### src/rtl/spi_chm_pkg.sv
// Package: shared state encoding and register addresses for the SPI master.
// Assumes a 2-bit register address; all widths live in module parameters.
package spi_chm_pkg;

    typedef enum logic [2:0] {
        ST_IDLE,
        ST_SETUP,
        ST_SHIFT,
        ST_HELD,
        ST_TAIL
    } eng_state_t;

    localparam logic [1:0] ADDR_CTRL = 2'd0;
    localparam logic [1:0] ADDR_TIME = 2'd1;
    localparam logic [1:0] ADDR_TX   = 2'd2;
    localparam logic [1:0] ADDR_RX   = 2'd3;

endpackage

### src/rtl/spi_chm_regs.sv
// Register file: control, timing, single transmit buffer and receive byte.
// Assumes take is only raised while tx_full is set; reads are combinational.
module spi_chm_regs
    import spi_chm_pkg::*;
#(
    parameter int DATA_W = 8,
    parameter int PRE_W  = 8,
    parameter int DLY_W  = 8,
    parameter int REG_W  = PRE_W + 2 * DLY_W
) (
    input  logic              clk,
    input  logic              rst_n,
    input  logic              reg_wr,
    input  logic              reg_rd,
    input  logic [1:0]        reg_addr,
    input  logic [REG_W-1:0]  reg_wdata,
    output logic [REG_W-1:0]  reg_rdata,
    output logic              run_en,
    output logic              soft_rst,
    output logic              cs_idle,
    output logic [PRE_W-1:0]  prescale,
    output logic [DLY_W-1:0]  setup_dly,
    output logic [DLY_W-1:0]  hold_dly,
    output logic [DATA_W-1:0] tx_data,
    output logic              tx_keep,
    output logic              tx_full,
    input  logic              take,
    input  logic              rx_valid,
    input  logic [DATA_W-1:0] rx_byte,
    output logic              rx_empty
);

    localparam int STAT_W = DATA_W + 2;

    logic [DATA_W-1:0] rx_data;
    logic              wr_ctrl, wr_time, wr_tx, rd_rx;

    assign wr_ctrl = reg_wr && (reg_addr == ADDR_CTRL);
    assign wr_time = reg_wr && (reg_addr == ADDR_TIME);
    assign wr_tx   = reg_wr && (reg_addr == ADDR_TX);
    assign rd_rx   = reg_rd && (reg_addr == ADDR_RX);

    // Control bits: soft reset, run enable, idle chip-select level.
    always_ff @(posedge clk) begin
        if (!rst_n) begin
            run_en   <= 1'b0;
            soft_rst <= 1'b1;
            cs_idle  <= 1'b1;
        end else if (wr_ctrl) begin
            run_en   <= reg_wdata[0];
            soft_rst <= reg_wdata[1];
            cs_idle  <= reg_wdata[2];
        end
    end

    // Timing fields: prescale, setup count and tail count.
    always_ff @(posedge clk) begin
        if (!rst_n) begin
            prescale  <= '0;
            setup_dly <= '0;
            hold_dly  <= '0;
        end else if (wr_time) begin
            prescale  <= reg_wdata[PRE_W-1:0];
            setup_dly <= reg_wdata[PRE_W+DLY_W-1:PRE_W];
            hold_dly  <= reg_wdata[PRE_W+2*DLY_W-1:PRE_W+DLY_W];
        end
    end

    // Single transmit buffer: accept only when empty, free on take.
    always_ff @(posedge clk) begin
        if (!rst_n) begin
            tx_full <= 1'b0;
            tx_data <= '0;
            tx_keep <= 1'b0;
        end else if (soft_rst) begin
            tx_full <= 1'b0;
        end else if (take) begin
            tx_full <= 1'b0;
        end else if (wr_tx && !tx_full) begin
            tx_full <= 1'b1;
            tx_data <= reg_wdata[DATA_W-1:0];
            tx_keep <= reg_wdata[DATA_W];
        end
    end

    // Receive byte: a new byte wins over a read in the same cycle.
    always_ff @(posedge clk) begin
        if (!rst_n) begin
            rx_empty <= 1'b1;
            rx_data  <= '0;
        end else if (soft_rst) begin
            rx_empty <= 1'b1;
        end else if (rx_valid) begin
            rx_empty <= 1'b0;
            rx_data  <= rx_byte;
        end else if (rd_rx) begin
            rx_empty <= 1'b1;
        end
    end

    // Read mux: only the receive/status address returns data.
    always_comb begin
        reg_rdata = '0;
        if (reg_addr == ADDR_RX) begin
            reg_rdata = REG_W'({tx_full, rx_empty, rx_data});
        end
    end

    logic [STAT_W-1:0] unused_stat_w;
    assign unused_stat_w = '0;

endmodule

### src/rtl/spi_chm_bittimer.sv
// Bit timer: divides the module clock into bit periods of prescale+1 cycles.
// Assumes run stays high for a whole run of bits; counter clears when idle.
module spi_chm_bittimer #(
    parameter int PRE_W = 8
) (
    input  logic             clk,
    input  logic             rst_n,
    input  logic             run,
    input  logic [PRE_W-1:0] prescale,
    output logic             sclk_hi,
    output logic             bit_end
);

    logic [PRE_W-1:0] pc;
    logic [PRE_W-1:0] top_v;
    logic [PRE_W:0]   span;
    logic [PRE_W-1:0] low_len;

    assign top_v   = (prescale == '0) ? PRE_W'(1) : prescale;
    assign span    = {1'b0, top_v} + (PRE_W + 1)'(1);
    assign low_len = PRE_W'(span >> 1);

    // Phase counter within one bit, wrapping at the prescale limit.
    always_ff @(posedge clk) begin
        if (!rst_n || !run) begin
            pc <= '0;
        end else if (pc == top_v) begin
            pc <= '0;
        end else begin
            pc <= pc + PRE_W'(1);
        end
    end

    assign sclk_hi = run && (pc >= low_len);
    assign bit_end = run && (pc == top_v);

endmodule

### src/rtl/spi_chm_engine.sv
// Frame engine: chip-select sequencing, setup/tail delays and the shifter.
// Assumes bit_end comes from a timer that runs only in the shift state.
module spi_chm_engine
    import spi_chm_pkg::*;
#(
    parameter int DATA_W = 8,
    parameter int DLY_W  = 8
) (
    input  logic              clk,
    input  logic              rst_n,
    input  logic              soft_rst,
    input  logic              run_en,
    input  logic [DLY_W-1:0]  setup_dly,
    input  logic [DLY_W-1:0]  hold_dly,
    input  logic [DATA_W-1:0] tx_data,
    input  logic              tx_keep,
    input  logic              tx_full,
    output logic              take,
    output logic              bit_run,
    input  logic              bit_end,
    input  logic              miso,
    output logic              cs_act,
    output logic              mosi,
    output logic              rx_valid,
    output logic [DATA_W-1:0] rx_byte
);

    localparam int BIT_CW = $clog2(DATA_W);

    eng_state_t        state;
    logic [DLY_W-1:0]  cnt;
    logic [BIT_CW-1:0] bitcnt;
    logic [DATA_W-1:0] sh;
    logic              keep;
    logic              last_bit;
    logic              word_done;

    assign last_bit  = (bitcnt == BIT_CW'(DATA_W - 1));
    assign word_done = (state == ST_SHIFT) && bit_end && last_bit;

    // Word pickup: from idle, from a held select, or chained at word end.
    always_comb begin
        take = 1'b0;
        if (!soft_rst && run_en && tx_full) begin
            take = (state == ST_IDLE) || (state == ST_HELD) ||
                   (word_done && keep);
        end
    end

    // Sequencer: setup delay, shifting, hold/chain decision, tail delay.
    always_ff @(posedge clk) begin
        if (!rst_n || soft_rst) begin
            state  <= ST_IDLE;
            cnt    <= '0;
            bitcnt <= '0;
            sh     <= '0;
            keep   <= 1'b0;
        end else begin
            case (state)
                ST_IDLE: begin
                    if (take) begin
                        sh    <= tx_data;
                        keep  <= tx_keep;
                        cnt   <= '0;
                        state <= ST_SETUP;
                    end
                end
                ST_SETUP: begin
                    if (cnt == setup_dly) begin
                        state  <= ST_SHIFT;
                        bitcnt <= '0;
                    end else begin
                        cnt <= cnt + DLY_W'(1);
                    end
                end
                ST_SHIFT: begin
                    if (bit_end) begin
                        if (last_bit) begin
                            bitcnt <= '0;
                            if (!keep) begin
                                sh    <= {sh[DATA_W-2:0], miso};
                                cnt   <= '0;
                                state <= ST_TAIL;
                            end else if (take) begin
                                sh   <= tx_data;
                                keep <= tx_keep;
                            end else begin
                                sh    <= {sh[DATA_W-2:0], miso};
                                state <= ST_HELD;
                            end
                        end else begin
                            bitcnt <= bitcnt + BIT_CW'(1);
                            sh     <= {sh[DATA_W-2:0], miso};
                        end
                    end
                end
                ST_HELD: begin
                    if (take) begin
                        sh     <= tx_data;
                        keep   <= tx_keep;
                        bitcnt <= '0;
                        state  <= ST_SHIFT;
                    end
                end
                ST_TAIL: begin
                    if (cnt == hold_dly) begin
                        state <= ST_IDLE;
                    end else begin
                        cnt <= cnt + DLY_W'(1);
                    end
                end
                default: state <= ST_IDLE;
            endcase
        end
    end

    // Received byte: captured with the final sampled bit.
    always_ff @(posedge clk) begin
        if (!rst_n) begin
            rx_valid <= 1'b0;
            rx_byte  <= '0;
        end else begin
            rx_valid <= word_done && !soft_rst;
            if (word_done) begin
                rx_byte <= {sh[DATA_W-2:0], miso};
            end
        end
    end

    assign bit_run = (state == ST_SHIFT);
    assign cs_act  = (state != ST_IDLE);
    assign mosi    = cs_act && sh[DATA_W-1];

endmodule

### src/rtl/spi_cs_hold_master.sv
// Top: SPI master with per-word chip-select hold and programmable delays.
// Assumes one slave select line; the select is active low.
module spi_cs_hold_master #(
    parameter int DATA_W = 8,
    parameter int PRE_W  = 8,
    parameter int DLY_W  = 8,
    parameter int REG_W  = PRE_W + 2 * DLY_W
) (
    input  logic             clk,
    input  logic             rst_n,
    input  logic             reg_wr,
    input  logic             reg_rd,
    input  logic [1:0]       reg_addr,
    input  logic [REG_W-1:0] reg_wdata,
    output logic [REG_W-1:0] reg_rdata,
    output logic             sclk,
    output logic             mosi,
    input  logic             miso,
    output logic             cs_n
);

    logic              run_en, soft_rst, cs_idle;
    logic [PRE_W-1:0]  prescale;
    logic [DLY_W-1:0]  setup_dly, hold_dly;
    logic [DATA_W-1:0] tx_data, rx_byte;
    logic              tx_keep, tx_full, take, rx_valid, rx_empty;
    logic              bit_run, bit_end, sclk_hi, cs_act;

    spi_chm_regs #(
        .DATA_W(DATA_W), .PRE_W(PRE_W), .DLY_W(DLY_W), .REG_W(REG_W)
    ) u_regs (
        .clk(clk), .rst_n(rst_n), .reg_wr(reg_wr), .reg_rd(reg_rd),
        .reg_addr(reg_addr), .reg_wdata(reg_wdata), .reg_rdata(reg_rdata),
        .run_en(run_en), .soft_rst(soft_rst), .cs_idle(cs_idle),
        .prescale(prescale), .setup_dly(setup_dly), .hold_dly(hold_dly),
        .tx_data(tx_data), .tx_keep(tx_keep), .tx_full(tx_full),
        .take(take), .rx_valid(rx_valid), .rx_byte(rx_byte),
        .rx_empty(rx_empty)
    );

    spi_chm_bittimer #(.PRE_W(PRE_W)) u_timer (
        .clk(clk), .rst_n(rst_n), .run(bit_run), .prescale(prescale),
        .sclk_hi(sclk_hi), .bit_end(bit_end)
    );

    spi_chm_engine #(.DATA_W(DATA_W), .DLY_W(DLY_W)) u_engine (
        .clk(clk), .rst_n(rst_n), .soft_rst(soft_rst), .run_en(run_en),
        .setup_dly(setup_dly), .hold_dly(hold_dly), .tx_data(tx_data),
        .tx_keep(tx_keep), .tx_full(tx_full), .take(take),
        .bit_run(bit_run), .bit_end(bit_end), .miso(miso),
        .cs_act(cs_act), .mosi(mosi), .rx_valid(rx_valid),
        .rx_byte(rx_byte)
    );

    assign sclk = sclk_hi;
    assign cs_n = cs_act ? 1'b0 : cs_idle;

endmodule

### config.mk
export PLATFORM = sky130hd
export DESIGN_NAME = spi_cs_hold_master
export DESIGN_NICKNAME = d
export VERILOG_FILES = /design/src/rtl/spi_chm_pkg.sv /design/src/rtl/spi_chm_regs.sv /design/src/rtl/spi_chm_bittimer.sv /design/src/rtl/spi_chm_engine.sv /design/src/rtl/spi_cs_hold_master.sv
export SDC_FILE = /design/constraint.sdc
export NUM_CORES = 1
export LEC_CHECK = 0
export ABC_AREA = 1
export BUFFER_PORTS_ARGS = -buffer_cell sky130_fd_sc_hd__buf_2
export CORE_MARGIN = 2
export CORE_UTILIZATION = 54
export CTS_CLUSTER_DIAMETER = 80
export DETAILED_ROUTE_END_ITERATION = 10
export GPL_ROUTABILITY_DRIVEN = 0
export GPL_TIMING_DRIVEN = 0
export PLACE_DENSITY = 0.75
export SLEW_MARGIN = 5
export SYNTH_ARGS = -nofsm -noshare
export SYNTH_HDL_FRONTEND = slang
export SYNTH_SLANG_ARGS = --single-unit
### constraint.sdc
create_clock -name clk -period 2.9 [get_ports clk]
set_clock_uncertainty 0.2 [all_clocks]
set_input_delay 0.145 -clock clk [delete_from_list [all_inputs] [get_ports clk]]
set_output_delay 0.145 -clock clk [all_outputs]
set_load 0.01 [all_outputs]
# Word level (Yosys, flattened, before mapping)
# Cells that the tools add are included.
dict set report op_classes {
  addsub 4
  n_lt_le_gt_ge 1
  eq_ne 22
  muxes 39
  bitwise_logic 3
  n_reduce_logical 41
}
# op n
set op_table {}
lappend op_table {{$mux W8} 12}
lappend op_table {{$mux W3} 12}
lappend op_table {{$pmux W8 S4} 1}
lappend op_table {{$eq A8 B8 Y1} 3}
lappend op_table {{$add A8 B1 Y8 const B} 2}
lappend op_table {{$pmux W8 S2} 1}
lappend op_table {{$pmux W3 S5} 1}
lappend op_table {{$logic_and A1 B1 Y1} 14}
lappend op_table {{$reduce_and A7 Y1} 2}
lappend op_table {{$mux W10} 1}
lappend op_table {{$ne A2 B1 Y1 const B} 5}
lappend op_table {{$ne A2 B2 Y1 const B} 5}
lappend op_table {{$add A8 B1 Y9 const B} 1}
lappend op_table {{$mux W1} 9}
lappend op_table {{$pmux W3 S3} 1}
lappend op_table {{$ge A8 B8 Y1} 1}
lappend op_table {{$logic_not A8 Y1} 1}
lappend op_table {{$reduce_and A4 Y1} 2}
lappend op_table {{$eq A3 B2 Y1 const B} 2}
lappend op_table {{$eq A3 B3 Y1 const B} 2}
lappend op_table {{$reduce_and A3 Y1} 2}
lappend op_table {{$reduce_bool A3 Y1} 2}
lappend op_table {{$reduce_or A2 Y1} 3}
lappend op_table {{$eq A2 B2 Y1 const B} 2}
lappend op_table {{14 further kinds} 23}
dict set report word_totals {
  ff_bits 86
  in_bits 31
  output_inout_bits 27
  wordCells 129
}

# Longest topological paths before layout
# Gate-level depths: netlist (run 1).
dict set report logic_depth {
  word_depth 14
  ltp_mapped 16
}

# By module
# From an unflattened synthesis (run 1), not the netlist that was laid out.
dict set report hier_totals {
  cells_unflattened 694
  area_unflattened_um2 4649.5
}
# module n_inst cells_each area_per_inst_um2
set modules_own_cells {}
lappend modules_own_cells {spi_chm_engine 1 299 1951.9}
lappend modules_own_cells {spi_chm_regs 1 258 1874.3}
lappend modules_own_cells {spi_chm_bittimer 1 135 813.3}
lappend modules_own_cells {spi_cs_hold_master 1 2 10.0}

# Worst setup path before layout (run 1)
# OpenSTA, ideal clock, no wires.
dict set report synth_path {
  kind {register -> output}
  from {register u_regs.prescale[2]}
  to {output sclk}
  arrival_time_ns 1.904
  setup_slack_ns 0.651
  path_stages_with_launch 17
  n_path_buf 0
  path_cell_list {dfxtp_1 > inv_1 > nor2_1 > inv_1 > nor2_1 > nand3_1 > nor2_1 > inv_1 > nand2_1 > nand2_1 > ha_1 > nand2_1 > inv_1 > nand4_1 > o211ai_1 > o21ai_0 > inv_1}
}
dict set report synth_between {
  elab_chain_cells 5
}
# element line
set synth_lines {}
lappend synth_lines {{start: declaration} spi_chm_regs.sv:21} ;# output logic [PRE_W-1:0] prescale,
lappend synth_lines {{start signal: assignment} spi_chm_regs.sv:63} ;# prescale <= reg_wdata[PRE_W-1:0];
lappend synth_lines {{$logic_not A8 Y1} spi_chm_bittimer.sv:19} ;# assign top_v = (prescale == '0) ? PRE_W'(1) : prescale;
lappend synth_lines {{$mux W8 *} spi_chm_bittimer.sv:19}
lappend synth_lines {{$add A8 B1 Y9 *} spi_chm_bittimer.sv:20} ;# assign span = {1'b0, top_v} + (PRE_W + 1)'(1);
lappend synth_lines {{$ge A8 B8 Y1 *} spi_chm_bittimer.sv:34} ;# assign sclk_hi = run && (pc >= low_len);
lappend synth_lines {{$logic_and A1 B1 Y1 *} spi_chm_bittimer.sv:34}
lappend synth_lines {{end: declaration} spi_cs_hold_master.sv:16} ;# output logic sclk,
# Mark *: on every way between the ends. The rest lies on a longest branch, timed or not.

# Final worst setup path (run 1)
dict set report layout_path {
  from {register u_regs.prescale[1]}
  to {output sclk}
}
# The elaborated chain is that of the path after synthesis.

==> impl_metrics.yaml, run 1 <==
status:
  outcome: "completed"
critical_path:
  path_depth: 14
  crit_slowest_cell: "dfxtp_4"
  cp_common_cell: "o21ai_1"
  arrival_ns: 2.43
  path_buf_inv: 4
  rr_worst_depth: 13
  cpPeakStageDelay_ns: 0.38
  start_kind: "flip-flop"
  cp_max_fo: 4
  cp-end-kind: "output port"
  cp_top_family: "compound AO/OA/AOI/OAI gates"
  worst_ep_required_time_ns: 2.56
  worstSetupPathType: "flip-flop to output port"
  crit_chain: "nand2_2 > nor2_2 > inv_2 > nor2_4 > buf_4 > xor2_1 > ha_1 > a21oi_1 > o21ai_1 > nand4_1 > o211ai_1 > o21ai_1 > inv_1 > buf_2"
logic_synthesis:
  ys_async_sr_fraction_pct: 0
  ys_seq_area_share_pct: 37.7
  syn_area_um2: 4560
  synth-edff-count: 0
  yosysTopAreaCell: "dfxtp_1"
  synth.area.top_cells: "dfxtp_1 38%, nand2_1 9.4%, nor2_1 9.3%"
  syn_avg_cell_area_um2: 7.01
  ys_types: 41
  yosysWarnings: 0
  synthCells: 651
  synth_ff_type: "dfxtp_1"
  ys_seq_elements: 86
  yosysTopAreaCellShare_pct: 37.7
timing:
  layout_min_cycle_time_ns: 2.77
  fin_crit_sh_pct: 95.5
  max_freq_mhz: 361
  hold_violations: 0
  worst_pin_slew_ns: 0.510
  finalHoldWorstSlack_ns: 0.261
  slew_headroom_pct: 65.9
  setup-violations-final: 0
  finalSetupTns_ns: 0
  final_max_slew_viol_count: 0
cells_and_area:
  multiInputGateArea_um2: 2390
  drive_above_1_share_pct: 16.0
  diodes: 0
  regArea_um2: 1730
  fillers: 697
  final_cells: 862
  syn2layout_area_growth_pct: 22.1
  mostFrequentLayoutCell: "nand2_1"
  final_area_um2: 5570
  nets: 795
  final_cell_mix: "113 x nand2_1, 110 x nor2_1, 83 x dfxtp_1, 77 x inv_1"
global_routing:
  grtUsageTotal_pct: 25.2
  grt_max_degree: 16
  grt_first_pass_wirelength_um: 17800
  grt_overflow: 0
  grt_pass1_vias: 4032
  antenna_found_initial: 0
drt:
  vias: 4412
  drt-total-wl_um: 11300
  ant_nets: 0
  wire_per_inst_um: 13.1
  drc: 0
  viasPerCell: 5.12
  drtPass1Iterations: 4
  initialDrtViolationCount: 192
clock_network:
  clk_latency_ns: 0.35
  htree_levels: 3
  cts_tree: "done"
  clk_pin_slew_worst_paths_ns: 0.09
  cts_buffers: 9
  cts.sinks: 86
  cts_buffer_depth: 2
  ctsRootBufferMaster: "clkbuf_8"
placement:
  dp_hpwl_um: 7840
  dp.cells: 811
  portBuffers: 42
  place_area_um2: 4950
power:
  peakVddDrop_mv: 0.235
  power_mw: 2.44
  p_clk_share_pct: 39.4
  p_switching_mw: 0.606
  cellLeakagePower_nw: 2.42
  power.internal_mw: 1.83
  pwr-share-comb_pct: 10.5
  p_per_area_nw_per_um2: 437
  pwr-share-seq_pct: 50.0
  swShare_pct: 24.9
die:
  initial_utilization_pct: 55.5
  ios: 58
  die_area_um2: 9200
  die_w_um: 95.9
  row_count: 33
  die_h_um: 95.9
  coreArea_um2: 8220
worst_hold_path:
  min_delay_path_depth: 2
  hold_class: "flip-flop to flip-flop"
job:
  max_cap_viol_count: 0
-- cell families (layout without fill, tap and decap cells) --
| kind of cell | after synthesis | in the layout | share of synthesized area [%] |
|---|---|---|---|
| compound gates | 115 | 115 | 13.6 |
| xor+xnor | 28 | 28 | 5.38 |
| fa+ha+maj | 12 | 12 | 3.29 |
| buf+inv | 117 | 210 | 11.7 |
| flops | 86 | 86 | 37.7 |
| other cells | 1 | 14 | 0.0822 |
| simple gates | 292 | 292 | 28.2 |
-- power groups by stage --
stage | Clock (mW) | Sequential [mW] | Combinational, mW
floorplan | 0 | 1.24 | 0.150
global placement | 0 | 1.24 | 0.204
detailed placement | 0 | 1.24 | 0.210
CTS | 0.976 | 1.22 | 0.244
global route | 1.02 | 1.22 | 0.288
finish | 0.961 | 1.22 | 0.257
-- what timing repair did --
action                                  in CTS  in global routing
pin swaps                                    0                  5
setup buffers                                0                  4
hold endpoints to repair                    42                  0
gates resized for setup                      3                 15
hold buffers                                31                  0
endpoints found under the setup margin       1                  1
-- worst reg2reg max path, cell delays in order (launching register included) --
cell,delay (ns)
dfxtp_1,0.43
inv_1,0.06
nand2_1,0.06
nand2_1,0.06
nor2_1,0.17
nand2_1,0.09
nor2_2,0.12
nand4_1,0.25
nor2_2,0.22
a21oi_4,0.11
nand2_1,0.07
nand3_1,0.07
nand2_1,0.07
inv_1,0.03
-- synth_stat cells, types with 5 or more instances --
cell type and number:
nand2_1 114, dfxtp_1 86, nand3_1 27, xor2_1 13, buf_6 5, o21ai_0 53
nor2_1 113, ha_1 12, buf_4 14, nor2_2 6, xnor2_1 15, a21oi_1 51
clkbuf_1 10, inv_1 79, nand4_1 13
-- sequential cells by signal, summed over array words and instances (netlist names) --
name and cells:
u_regs.rx_empty 1, u_engine.keep 1, u_regs.rx_data 8, u_engine.bitcnt 3, u_regs.prescale 8, u_engine.cnt 8
u_engine.sh 8, u_engine.rx_byte 8, u_regs.cs_idle 1, u_regs.setup_dly 8, u_timer.pc 8, u_regs.hold_dly 8
u_regs.tx_data 8, u_engine.state 3, u_regs.tx_full 1, u_regs.soft_rst 1, u_regs.run_en 1, u_regs.tx_keep 1
u_engine.rx_valid 1
-- path summary, 6_finish.rpt --
check | startpoint | to | slack [ns]
hold reg to reg | u_regs.rx_data[3]$_SDFFE_PN0P_ | u_regs.rx_data[3]$_SDFFE_PN0P_ | 0.26
setup reg to reg | u_timer.pc[1]$_SDFF_PP0_ | u_engine.sh[6]$_SDFFE_PP0P_ | 0.78
setup / recovery | u_regs.prescale[1]$_SDFFE_PN0P_ | sclk | 0.13
hold / removal | u_regs.rx_data[3]$_SDFFE_PN0P_ | u_regs.rx_data[3]$_SDFFE_PN0P_ | 0.26
-- per-stage QoR --
stage / setup WS, ns / utilization, %
final: 0.130 / 67.8
after global routing: -0.0510 / 67.8
after floorplan: 0.651 / -
after detailed placement: 0.326 / 60.3
after global placement: 0.351 / 60.3
after CTS: 0.0258 / 66.9
-- area by class of cell --
type	instances	share of cell area, %
tap	105	2.36
sequential	86	31.1
inverter	86	5.84
multi-input combinational	461	43.0
buffer	31	3.73
clock inverter	6	1.66
clock buffer	10	2.47
timing repair buffer	77	9.89
-- per-layer routing --
metal / track usage (%) / wire (µm)
met1: 30.0 / 4920
met3: 4.78 / 389
met5: 0 / 0
met4: 10.6 / 251
met2: 44.4 / 5760
No activity file was read; power rests on OpenSTA's default activity.
==> inputs of run 2 (changes only) <==
--- a/config.mk
+++ b/config.mk
@@ -5,7 +5,6 @@
 export SDC_FILE = /design/constraint.sdc
 export NUM_CORES = 1
 export LEC_CHECK = 0
-export ABC_AREA = 1
 export BUFFER_PORTS_ARGS = -buffer_cell sky130_fd_sc_hd__buf_2
 export CORE_MARGIN = 2
 export CORE_UTILIZATION = 54
==> impl_metrics.yaml, run 2 <==
logic_synthesis:
  yosysTopAreaCell: "dfxtp_1"
  syn_avg_cell_area_um2: 8.61
  synth_top_family_by_area: "simple AND/OR/NAND/NOR gates"
  synth-xor-area-share_pct: 6.97
  ys_seq_area_share_pct: 38.1
  synth_common_cells: "86 x dfxtp_1, 77 x nand2_1, 41 x mux2i_1"
  ys_async_sr_fraction_pct: 0
  synth-compound-area-share_pct: 12.7
  ys_seq_elements: 86
  syn_area_um2: 4520
  yosysTopAreaCellShare_pct: 38.1
  synth-edff-count: 0
  ys_types: 50
  synth.area.top_cells: "dfxtp_1 38%, mux2i_1 9.1%, nand2_1 6.4%"
  yosysMostFrequentCell: "dfxtp_1"
  synthAdderAreaFrac_pct: 3.32
  synth_mux_area_share_pct: 9.08
  synth_ff_type: "dfxtp_1"
  yosysWarnings: 0
  synthCells: 525
  yosys.area_share.simple_pct: 23.4
die:
  row_count: 33
  die_h_um: 95.5
  ios: 58
  coreArea_um2: 8180
  die_w_um: 95.5
  initial_utilization_pct: 55.3
  die_area_um2: 9120
timing:
  slew_headroom_pct: 29.0
  final_max_slew_viol_count: 0
  setup-violations-final: 1
  worst_pin_slew_ns: 1.06
  layout_min_cycle_time_ns: 3.02
  worst_slack_ns: -0.122
  fin_crit_sh_pct: 104
  rsz0062_at_grt: "yes"
  max_freq_mhz: 331
  hold_violations: 0
status:
  outcome: "finished, violations left"
  violations: "setup timing"
power:
  power_mw: 2.46
  cellLeakagePower_nw: 2.30
  p_per_area_nw_per_um2: 444
  peakVddDrop_mv: 0.282
cells_and_area:
  syn2layout_area_growth_pct: 22.6
  mostFrequentLayoutCell: "dfxtp_1"
  final_cell_mix: "83 x dfxtp_1, 77 x nand2_1, 47 x buf_2, 40 x mux2i_1"
  diodes: 0
  nets: 667
  drive_above_1_share_pct: 15.7
critical_path:
  rrSetupSlack_ns: 0.04
  cp_max_fo: 2
  worst_ep_required_time_ns: 2.56
  arrival_ns: 2.68
  start_kind: "flip-flop"
  cp-end-kind: "output port"
  worstSetupPathType: "flip-flop to output port"
clock_network:
  cts.sinks: 86
  cts_buffer_depth: 2
  cts_buffers: 9
  clk_pin_slew_worst_paths_ns: 0.09
  clk_latency_ns: 0.36
  htree_levels: 3
  ctsRootBufferMaster: "clkbuf_8"
  cts_tree: "done"
job:
  max_cap_viol_count: 0
drt:
  viasPerCell: 5.59
  drtPass1Iterations: 5
  ant_nets: 0
  initialDrtViolationCount: 335
  vias: 4100
  wire_per_inst_um: 15.1
  drt-total-wl_um: 11100
  drc: 0
global_routing:
  grt_pass1_vias: 3771
  antenna_found_initial: 0
  grt_first_pass_wirelength_um: 17700
  grt_max_degree: 15
  grtUsageTotal_pct: 24.7
  grt_overflow: 0
placement:
  portBuffers: 42
  dp_hpwl_um: 7510
  pre_cts_ws_ns: -0.139
worst_hold_path:
  hold_class: "input pin to flip-flop"
-- run 2: cell count changes after synthesis, sizes merged, moves of 9 or more --
cell / delta
a21boi: +25
a21oi: -43
a221oi: +9
a31oi: +9
and3: +16
clkbuf: +14
inv: -76
mux2i: +41
nand2: -40
nand3: -12
nor2: -89
nor2b: +31
o21ai: -44
xnor2: +13
-- run 2: stage by stage --
step | instances | TNS (ns) | hold WS, ns | instance area (µm²) | utilization (%)
6_report | 734 | -0.122 | 0.0212 | 5540 | 67.8
3_3_place_gp | 685 | -1.41 | 0.194 | 4910 | 60.1
5_1_grt | 734 | -0.663 | 0.0512 | 5540 | 67.8
4_1_cts | 735 | -0.199 | 0.0171 | 5520 | 67.5
2_1_floorplan | 538 | 0 | 0.0730 | 4570 | -
3_5_place_dp | 685 | -1.16 | 0.203 | 4910 | 60.1
-- run 2: logic make-up after synthesis --
family          count (synthesis)
compound gates                 80
xor+xnor                       36
fa+ha+maj                      12
buf+inv                        55
flops                          86
mux                            41
other cells                     1
simple gates                  214
-- run 2: metal layers --
| metal | GRT usage, % | share of wire (%) | vias up | routed length, µm |
|---|---|---|---|---|
| met5 | 0 | 0 | - | 0 |
| met4 | 8.69 | 1.9 | 0 | 206 |
| met1 | 31.9 | 45 | 1930 | 4920 |
| met3 | 3.40 | 5.2 | 23 | 573 |
| met2 | 42.4 | 48 | 152 | 5350 |
| li1 | - | - | 1995 | - |
-- run 2: where the power goes --
| part | switching, mW | leakage (nW) | internal (mW) |
|---|---|---|---|
| Sequential | 0.0110 | 0.696 | 1.19 |
| Combinational | 0.117 | 1.49 | 0.121 |
| Clock | 0.441 | 0.114 | 0.577 |
-- run 2: worst paths after layout --
path	start	endpoint	depth (start not counted)
max	u_regs.prescale[2]$_SDFFE_PN0P_	sclk	12
min	reg_addr[1]	u_regs.tx_full$_SDFFE_PP0P_	3
max reg2reg	u_regs.prescale[2]$_SDFFE_PN0P_	u_engine.state[2]$_SDFFE_PP0P_	7
min reg2reg	u_engine.bitcnt[1]$_SDFFE_PP0P_	u_engine.bitcnt[1]$_SDFFE_PP0P_	2
-- run 2: worst max-delay path: stages, from the launching register on --
cell      delay, ns
dfxtp_4        0.35
or4_4          0.53
nor3_2         0.13
nor3_1         0.08
a21oi_1        0.14
ha_1           0.24
nand2b_4       0.13
a21o_1         0.14
a21o_1         0.16
a21oi_2        0.12
o21a_1         0.12
o21ai_1        0.05
buf_2          0.13
-- run 2: final cells by class --
cell class / count / area [µm²]
plain buffers: 46 / 254
clock buffers: 11 / 131
clock inverters: 5 / 106
fillers: 677 / 2630
inverters: 8 / 30.0
multi-input cells: 397 / 2620
flip-flops and latches: 86 / 1730
well taps: 105 / 131
repair buffers: 76 / 543
-- run 2: repair_timing --
action / in CTS / in global routing
setup endpoints to repair: 26 / 32
buffers inserted: 3 / 0
endpoints found under the hold margin: 40 / 0
hold buffers: 31 / 0
gates resized for setup: 12 / 4
pin swaps: 9 / 3
